[src/rtl/ide_pio_pkg.sv]
package ide_pio_pkg;

  typedef enum logic [1:0] {
    PH_IDLE   = 2'd0,
    PH_SETUP  = 2'd1,
    PH_ACTIVE = 2'd2,
    PH_TAIL   = 2'd3
  } pioPhase_t;

  // strobes from control to datapath
  typedef struct packed {
    logic load;       // latch request fields this edge
    logic selActive;  // chip select / address on the link
    logic rdStrobe;   // read strobe asserted
    logic wrStrobe;   // write strobe asserted
    logic driveData;  // write data on the bus
    logic capture;    // sample read data this edge
    logic finish;     // completion pulse
  } pioStrobes_t;

  function automatic int nsToCycles(input int ns, input int periodPs);
    return (ns * 1000 + periodPs - 1) / periodPs;
  endfunction

  function automatic int maxOf(input int a, input int b);
    return (a > b) ? a : b;
  endfunction

endpackage

[src/rtl/ide_pio_ctrl.sv]
module ide_pio_ctrl
  import ide_pio_pkg::*;
#(
  parameter int SETUP_CYC  = 5,
  parameter int ACTIVE_CYC = 14,
  parameter int TAIL_CYC   = 5
) (
  input  logic        clk,
  input  logic        rstN,
  input  logic        reqValid,
  input  logic        reqWrite,
  output logic        reqReady,
  output pioStrobes_t strobes
);

  localparam int MAX_CYC = maxOf(SETUP_CYC, maxOf(ACTIVE_CYC, TAIL_CYC));
  localparam int CNT_W   = $clog2(MAX_CYC + 1);

  pioPhase_t        phase;
  logic [CNT_W-1:0] cnt;
  logic             writeQ;
  logic             finishQ;
  logic             lastCyc;

  assign lastCyc = (cnt == '0);

  always_ff @(posedge clk or negedge rstN) begin
    if (!rstN) begin
      phase   <= PH_IDLE;
      cnt     <= '0;
      writeQ  <= 1'b0;
      finishQ <= 1'b0;
    end else begin
      finishQ <= 1'b0;
      case (phase)
        PH_IDLE: begin
          if (reqValid) begin
            phase  <= PH_SETUP;
            cnt    <= CNT_W'(SETUP_CYC - 1);
            writeQ <= reqWrite;
          end
        end
        PH_SETUP: begin
          if (lastCyc) begin
            phase <= PH_ACTIVE;
            cnt   <= CNT_W'(ACTIVE_CYC - 1);
          end else begin
            cnt <= cnt - 1'b1;
          end
        end
        PH_ACTIVE: begin
          if (lastCyc) begin
            phase <= PH_TAIL;
            cnt   <= CNT_W'(TAIL_CYC - 1);
          end else begin
            cnt <= cnt - 1'b1;
          end
        end
        default: begin
          if (lastCyc) begin
            phase   <= PH_IDLE;
            finishQ <= 1'b1;
          end else begin
            cnt <= cnt - 1'b1;
          end
        end
      endcase
    end
  end

  assign reqReady = (phase == PH_IDLE);

  always_comb begin
    strobes           = '0;
    strobes.load      = (phase == PH_IDLE) && reqValid;
    strobes.selActive = (phase != PH_IDLE);
    strobes.rdStrobe  = (phase == PH_ACTIVE) && !writeQ;
    strobes.wrStrobe  = (phase == PH_ACTIVE) && writeQ;
    strobes.driveData = (phase != PH_IDLE) && writeQ;
    strobes.capture   = (phase == PH_ACTIVE) && lastCyc && !writeQ;
    strobes.finish    = finishQ;
  end

  // checker: length of each strobe-low run
  logic [CNT_W:0] lowRun;
  always_ff @(posedge clk or negedge rstN) begin
    if (!rstN) lowRun <= '0;
    else if (phase == PH_ACTIVE) lowRun <= lowRun + 1'b1;
    else lowRun <= '0;
  end

  assert_active_width_R3: assert property (@(posedge clk) disable iff (!rstN)
    (phase == PH_TAIL && $past(phase) == PH_ACTIVE) |-> (lowRun == (CNT_W+1)'(ACTIVE_CYC)));

  assert_single_strobe_R12: assert property (@(posedge clk) disable iff (!rstN)
    !(strobes.rdStrobe && strobes.wrStrobe));

  assert_done_pulse_R11: assert property (@(posedge clk) disable iff (!rstN)
    finishQ |=> !finishQ);

  assert_busy_not_ready_R10: assert property (@(posedge clk) disable iff (!rstN)
    (strobes.load) |=> !reqReady);

endmodule

[src/rtl/ide_pio_dpath.sv]
module ide_pio_dpath
  import ide_pio_pkg::*;
#(
  parameter int DATA_W        = 16,
  parameter int BYTE_W        = 8,
  parameter int ADDR_W        = 3,
  parameter int DATA_REG_ADDR = 0
) (
  input  logic              clk,
  input  logic              rstN,
  input  pioStrobes_t       strobes,
  input  logic              reqCsSel,
  input  logic [ADDR_W-1:0] reqAddr,
  input  logic [DATA_W-1:0] reqWdata,
  output logic              doneValid,
  output logic [DATA_W-1:0] doneRdata,
  output logic              ideCs0N,
  output logic              ideCs1N,
  output logic [ADDR_W-1:0] ideAddr,
  output logic              ideDiorN,
  output logic              ideDiowN,
  output logic [DATA_W-1:0] ideDataOut,
  output logic              ideDataOe,
  input  logic [DATA_W-1:0] ideDataIn
);

  localparam int PAD_W = DATA_W - BYTE_W;

  logic              csSelQ;
  logic [ADDR_W-1:0] addrQ;
  logic [DATA_W-1:0] wdataQ;
  logic [DATA_W-1:0] rdataQ;
  logic              reqWide;

  // only the data register on the first select is full width
  assign reqWide = !reqCsSel && (reqAddr == ADDR_W'(DATA_REG_ADDR));

  always_ff @(posedge clk or negedge rstN) begin
    if (!rstN) begin
      csSelQ <= 1'b0;
      addrQ  <= '0;
      wdataQ <= '0;
    end else if (strobes.load) begin
      csSelQ <= reqCsSel;
      addrQ  <= reqAddr;
      wdataQ <= reqWide ? reqWdata : {{PAD_W{1'b0}}, reqWdata[BYTE_W-1:0]};
    end
  end

  logic wideQ;
  assign wideQ = !csSelQ && (addrQ == ADDR_W'(DATA_REG_ADDR));

  always_ff @(posedge clk or negedge rstN) begin
    if (!rstN) rdataQ <= '0;
    else if (strobes.capture)
      rdataQ <= wideQ ? ideDataIn : {{PAD_W{1'b0}}, ideDataIn[BYTE_W-1:0]};
  end

  assign doneValid  = strobes.finish;
  assign doneRdata  = rdataQ;
  assign ideCs0N    = !(strobes.selActive && !csSelQ);
  assign ideCs1N    = !(strobes.selActive && csSelQ);
  assign ideAddr    = strobes.selActive ? addrQ : '0;
  assign ideDiorN   = !strobes.rdStrobe;
  assign ideDiowN   = !strobes.wrStrobe;
  assign ideDataOe  = strobes.driveData;
  assign ideDataOut = strobes.driveData ? wdataQ : '0;

  assert_addr_stable_R4: assert property (@(posedge clk) disable iff (!rstN)
    (strobes.selActive && $past(strobes.selActive)) |-> ($stable(ideAddr) && $stable(ideCs0N) && $stable(ideCs1N)));

  assert_wdata_stable_R3: assert property (@(posedge clk) disable iff (!rstN)
    (ideDataOe && $past(ideDataOe)) |-> $stable(ideDataOut));

  assert_strobe_one_sel_R12: assert property (@(posedge clk) disable iff (!rstN)
    (!ideDiorN || !ideDiowN) |-> (ideCs0N ^ ideCs1N));

  assert_no_drive_on_read_R12: assert property (@(posedge clk) disable iff (!rstN)
    !ideDiorN |-> !ideDataOe);

endmodule

[src/rtl/ide_pio_engine.sv]
module ide_pio_engine
  import ide_pio_pkg::*;
#(
  parameter int CLK_PERIOD_PS = 5000,
  parameter int SETUP_NS      = 25,
  parameter int ACTIVE_NS     = 70,
  parameter int RECOVERY_NS   = 25,
  parameter int WDATA_SU_NS   = 20,
  parameter int WDATA_HOLD_NS = 10,
  parameter int ADDR_HOLD_NS  = 10,
  parameter int CYCLE_NS      = 120,
  parameter int DATA_W        = 16,
  parameter int ADDR_W        = 3
) (
  input  logic              clk,
  input  logic              rstN,
  input  logic              reqValid,
  input  logic              reqWrite,
  input  logic              reqCsSel,
  input  logic [ADDR_W-1:0] reqAddr,
  input  logic [DATA_W-1:0] reqWdata,
  output logic              reqReady,
  output logic              doneValid,
  output logic [DATA_W-1:0] doneRdata,
  output logic              ideCs0N,
  output logic              ideCs1N,
  output logic [ADDR_W-1:0] ideAddr,
  output logic              ideDiorN,
  output logic              ideDiowN,
  output logic [DATA_W-1:0] ideDataOut,
  output logic              ideDataOe,
  input  logic [DATA_W-1:0] ideDataIn
);

  localparam int SETUP_CYC  = maxOf(1, nsToCycles(SETUP_NS, CLK_PERIOD_PS));
  localparam int ACTIVE_CYC = maxOf(1, maxOf(nsToCycles(ACTIVE_NS, CLK_PERIOD_PS),
                                             nsToCycles(WDATA_SU_NS, CLK_PERIOD_PS)));
  localparam int CYCLE_CYC  = nsToCycles(CYCLE_NS, CLK_PERIOD_PS);
  localparam int HOLD_CYC   = maxOf(nsToCycles(ADDR_HOLD_NS, CLK_PERIOD_PS),
                                    nsToCycles(WDATA_HOLD_NS, CLK_PERIOD_PS));
  localparam int TAIL_CYC   = maxOf(1, maxOf(HOLD_CYC,
                                maxOf(CYCLE_CYC - SETUP_CYC - ACTIVE_CYC,
                                      nsToCycles(RECOVERY_NS, CLK_PERIOD_PS) - SETUP_CYC)));

  pioStrobes_t strobes;

  ide_pio_ctrl #(
    .SETUP_CYC (SETUP_CYC),
    .ACTIVE_CYC(ACTIVE_CYC),
    .TAIL_CYC  (TAIL_CYC)
  ) u_ctrl (
    .clk     (clk),
    .rstN    (rstN),
    .reqValid(reqValid),
    .reqWrite(reqWrite),
    .reqReady(reqReady),
    .strobes (strobes)
  );

  ide_pio_dpath #(
    .DATA_W       (DATA_W),
    .BYTE_W       (8),
    .ADDR_W       (ADDR_W),
    .DATA_REG_ADDR(0)
  ) u_dpath (
    .clk       (clk),
    .rstN      (rstN),
    .strobes   (strobes),
    .reqCsSel  (reqCsSel),
    .reqAddr   (reqAddr),
    .reqWdata  (reqWdata),
    .doneValid (doneValid),
    .doneRdata (doneRdata),
    .ideCs0N   (ideCs0N),
    .ideCs1N   (ideCs1N),
    .ideAddr   (ideAddr),
    .ideDiorN  (ideDiorN),
    .ideDiowN  (ideDiowN),
    .ideDataOut(ideDataOut),
    .ideDataOe (ideDataOe),
    .ideDataIn (ideDataIn)
  );

endmodule

[config.mk]
export PLATFORM = sky130hd
export DESIGN_NAME = ide_pio_engine
export DESIGN_NICKNAME = d
export VERILOG_FILES = /design/src/rtl/ide_pio_pkg.sv /design/src/rtl/ide_pio_ctrl.sv /design/src/rtl/ide_pio_dpath.sv /design/src/rtl/ide_pio_engine.sv
export SDC_FILE = /design/constraint.sdc
export NUM_CORES = 1
export LEC_CHECK = 0
export ABC_AREA = 1
export BUFFER_PORTS_ARGS = -buffer_cell sky130_fd_sc_hd__buf_2
export CORE_MARGIN = 1.5
export CORE_UTILIZATION = 45
export CTS_CLUSTER_SIZE = 20
export DETAILED_ROUTE_END_ITERATION = 8
export MAX_ROUTING_LAYER = met4
export PLACE_DENSITY = 0.76
export SYNTH_ARGS = -nofsm -noshare
export SYNTH_HDL_FRONTEND = slang
export SYNTH_HIERARCHICAL = 1
export SYNTH_SLANG_ARGS = --single-unit
export TNS_END_PERCENT = 50
[constraint.sdc]
create_clock -name clk -period 1.84 [get_ports clk]
set_input_delay 0.552 -clock clk [delete_from_list [all_inputs] [get_ports clk]]
set_output_delay 0.552 -clock clk [all_outputs]
set_load 0.01 [all_outputs]
==> summary.md <==
| Metric | Value |
|---|---|
| Most common cell after layout, fill and taps aside | nand2_1 |
| CTS Sinks | 44 |
| Worst endpoint required time | 1.29 ns |
| Critical Path End Type | primary output |
| Max FO, Critical Path | 8 |
| TritonCTS buffer count | 5 |
| TritonCTS clock tree | done |
| Largest net degree at the start of global routing | 45 |
| Fin. Hold Viols | 0 |
| Worst min-delay path category | input pin to async pin |
| R2r worst-path depth | 10 |
| GRT Overall Usage | 21.5% |
| H-tree levels | 2 |
| Syn nets | 358 |
| PortBufs | 81 |
| Vias in the first global route | 1919 |
| Final #Nets | 449 |
| Power Total | 4690 uW |
| Crit Path Category | flip-flop to primary output |
| Setup crit start kind | flip-flop |
| Max-slew headroom | 63.1% |
| Yosys warning count | 6 |
| Failing checks | setup timing |
| Share of layout cells above drive strength 1 | 35.9% |
| Clock latency on the worst-skew pair | 0.30 ns |
| Initial antenna violation count | 0 |
| Drt total wl | 5440 um |
| Final ANT Viol Nets | 0 |
| Routed vias/inst | 4.54 |
| Pwr Density | 1540 nW/um2 |
| Maximum VDD drop | 609 uV |
| Max-cap violation count | 0 |
| Fin. max-slew vios | 0 |
| Area growth from synthesis to layout | 34.6% |
| Fmax | 0.485 GHz |
| Total gr overflow | 0 |
| Detail Placement HPWL | 3490 um |
| Routed len/inst | 11.5 um |
| Status | finished with violations |
| GPL Wtd Cong | 0.859 |
| Minimum clock period | 2.06 ns |
| Die area | 5480 um2 |
| Drt drc | 0 |
| Syn Inst Count | 313 |
| First DRT Iteration DRCs | 139 |
| Io pins | 82 |
| Synth Register Bits | 44 |
| Post-synthesis cell type count | 21 |
| Clock skew | 0.00302 ns |
| Final Worst Setup Slack | -0.221 ns |
| P_leak | 0.00189 uW |
| Min Hold Slack | 0.311 ns |
| RSZ-0062 raised after global routing | true |
| Avg Inst Size Synth | 7.26 um2 |
| Via count | 2139 |
| Dpl ws | 0.0695 ns |
| Pre-antenna DRT Iters | 4 |
| Root buffer cell | clkbuf_8 |
| Die Height | 74.0 um |
| R2R setup slack | 0.15 ns |
| Most frequent cells in the layout | 138 x nand2_1, 71 x buf_2, 44 x dfrtp_1, 39 x inv_1, 21 x nand3_1 |
| Worst-path clk slew | 0.08 ns |
| Diodes inserted | 0 |
| Critical Path AT | 1.51 ns |
| Core Box Area | 4790 um2 |
| Initial cell density of the core | 47.5% |
| Worst r2r src | u_ctrl/cnt[0]$_DFFE_PN0P_ |
| Slew @ Worst Pin | 0.554 ns |
| Sequential-to-total area share from yosys stat | 48.5% |
| Tcrit/Tclk final | 112% |
| Num rows | 25 |
| R2r endpoint | u_dpath/doneRdata[15]$_DFFE_PN0P_ |
| CTS Hold Buffers Added | 0 |
| CTS Buffer Depth | 2 |
| First-pass GRT wire length | 8740 um |
| Die W | 74.0 um |
| Synthesized area | 2270 um2 |
| Cell Count, Final, Fillers Out | 471 |
| Placed cells | 457 |
| Setup violators final | 24 |
-- Yosys cell counts (all sizes together) --
master | number | share of area [%]
nand3 | 22 | 5.1
inv | 54 | 9.0
nand2 | 154 | 26
dfrtp | 44 | 48
o21ai | 4 | 0.88
clkbuf | 1 | 0.22
nand3b | 1 | 0.33
a21oi | 2 | 0.44
nor3 | 2 | 0.44
ha | 5 | 2.8
nor2 | 13 | 2.6
buf | 10 | 3.6
or2 | 1 | 0.39
-- cell type report --
class	instances	area, um2
sequential	44	1100
tap	67	83.8
timing repair buffer	95	613
clock inverter	2	12.5
clock buffer	5	68.8
inverter	54	213
multi-input combinational	204	965
fill	432	1730
-- power by group --
part	switching (uW)	leakage (uW)	internal (uW)	total [uW]
combinational	1430	0.00132	1040	2470
sequential	276	0.000532	1360	1640
clock	328	0.0000400	257	585
total	2030	0.00189	2660	4690
-- stage by stage --
stage	setup TNS, ns	cell area [um2]	utilization [%]
2_1_floorplan	0	2270	-
3_3_place_gp	0	2760	57.6
3_5_place_dp	0	2760	57.6
4_1_cts	-2.76	2940	61.4
5_1_grt	-5.44	3060	63.9
6_report	-3.99	3060	63.9
-- flip-flops by register name, indices dropped and copies added, names as in the netlist --
register	flops
u_ctrl/finishQ	1
u_ctrl/writeQ	1
u_dpath/csSelQ	1
u_ctrl/cnt	4
u_dpath/wdataQ	16
u_dpath/doneRdata	16
u_ctrl/phase	2
u_dpath/addrQ	3
-- what timing repair did --
item | CTS | global route
endpoints found under the setup margin | 24 | 41
cloned | 2 | 0
pin swaps | 2 | 2
buffers inserted | 4 | 1
resized for setup | 17 | 36
-- per-layer routing --
layer | share of wire [%] | wire [um] | up-vias | GRT usage [%]
li1 | - | - | 1094 | -
met1 | 45 | 2470 | 967 | 27.5
met2 | 48 | 2630 | 73 | 34.6
met3 | 5.5 | 301 | 5 | 3.66
met4 | 0.77 | 42 | 0 | 7.41
met5 | 0 | 0 | - | -
-- critical path, stage by stage, from the launching register on --
cell     delay, ns
dfrtp_1       0.40
inv_2         0.07
ha_4          0.17
nor2_4        0.18
buf_8         0.17
nand2_1       0.05
inv_1         0.04
buf_2         0.11
-- how the worst max path moves through the flow --
stage                                     start        endpoint  slack (ns)  cells after the start
floorplan           u_ctrl/phase[0]$_DFFE_PN0P_  ideDataOut[10]        0.01                      7
global placement    u_ctrl/phase[1]$_DFFE_PN0P_   ideDataOut[1]        0.12                      7
detailed placement  u_ctrl/phase[1]$_DFFE_PN0P_   ideDataOut[8]        0.07                      7
CTS                 u_ctrl/phase[1]$_DFFE_PN0P_  ideDataOut[15]       -0.15                      7
global route        u_ctrl/phase[1]$_DFFE_PN0P_   ideDataOut[2]       -0.28                      7
finish              u_ctrl/phase[1]$_DFFE_PN0P_   ideDataOut[2]       -0.22                      7
-- logic make-up after synthesis --
kind of cell	count (synthesis)	synth area share, %
AO/OA/AOI/OAI	6	1.32
adder cells (fa/ha/maj)	5	2.75
buffers and inverters	65	12.8
flip-flops	44	48.5
AND/OR/NAND/NOR	193	34.6
No activity file was read; power rests on OpenSTA's default activity.
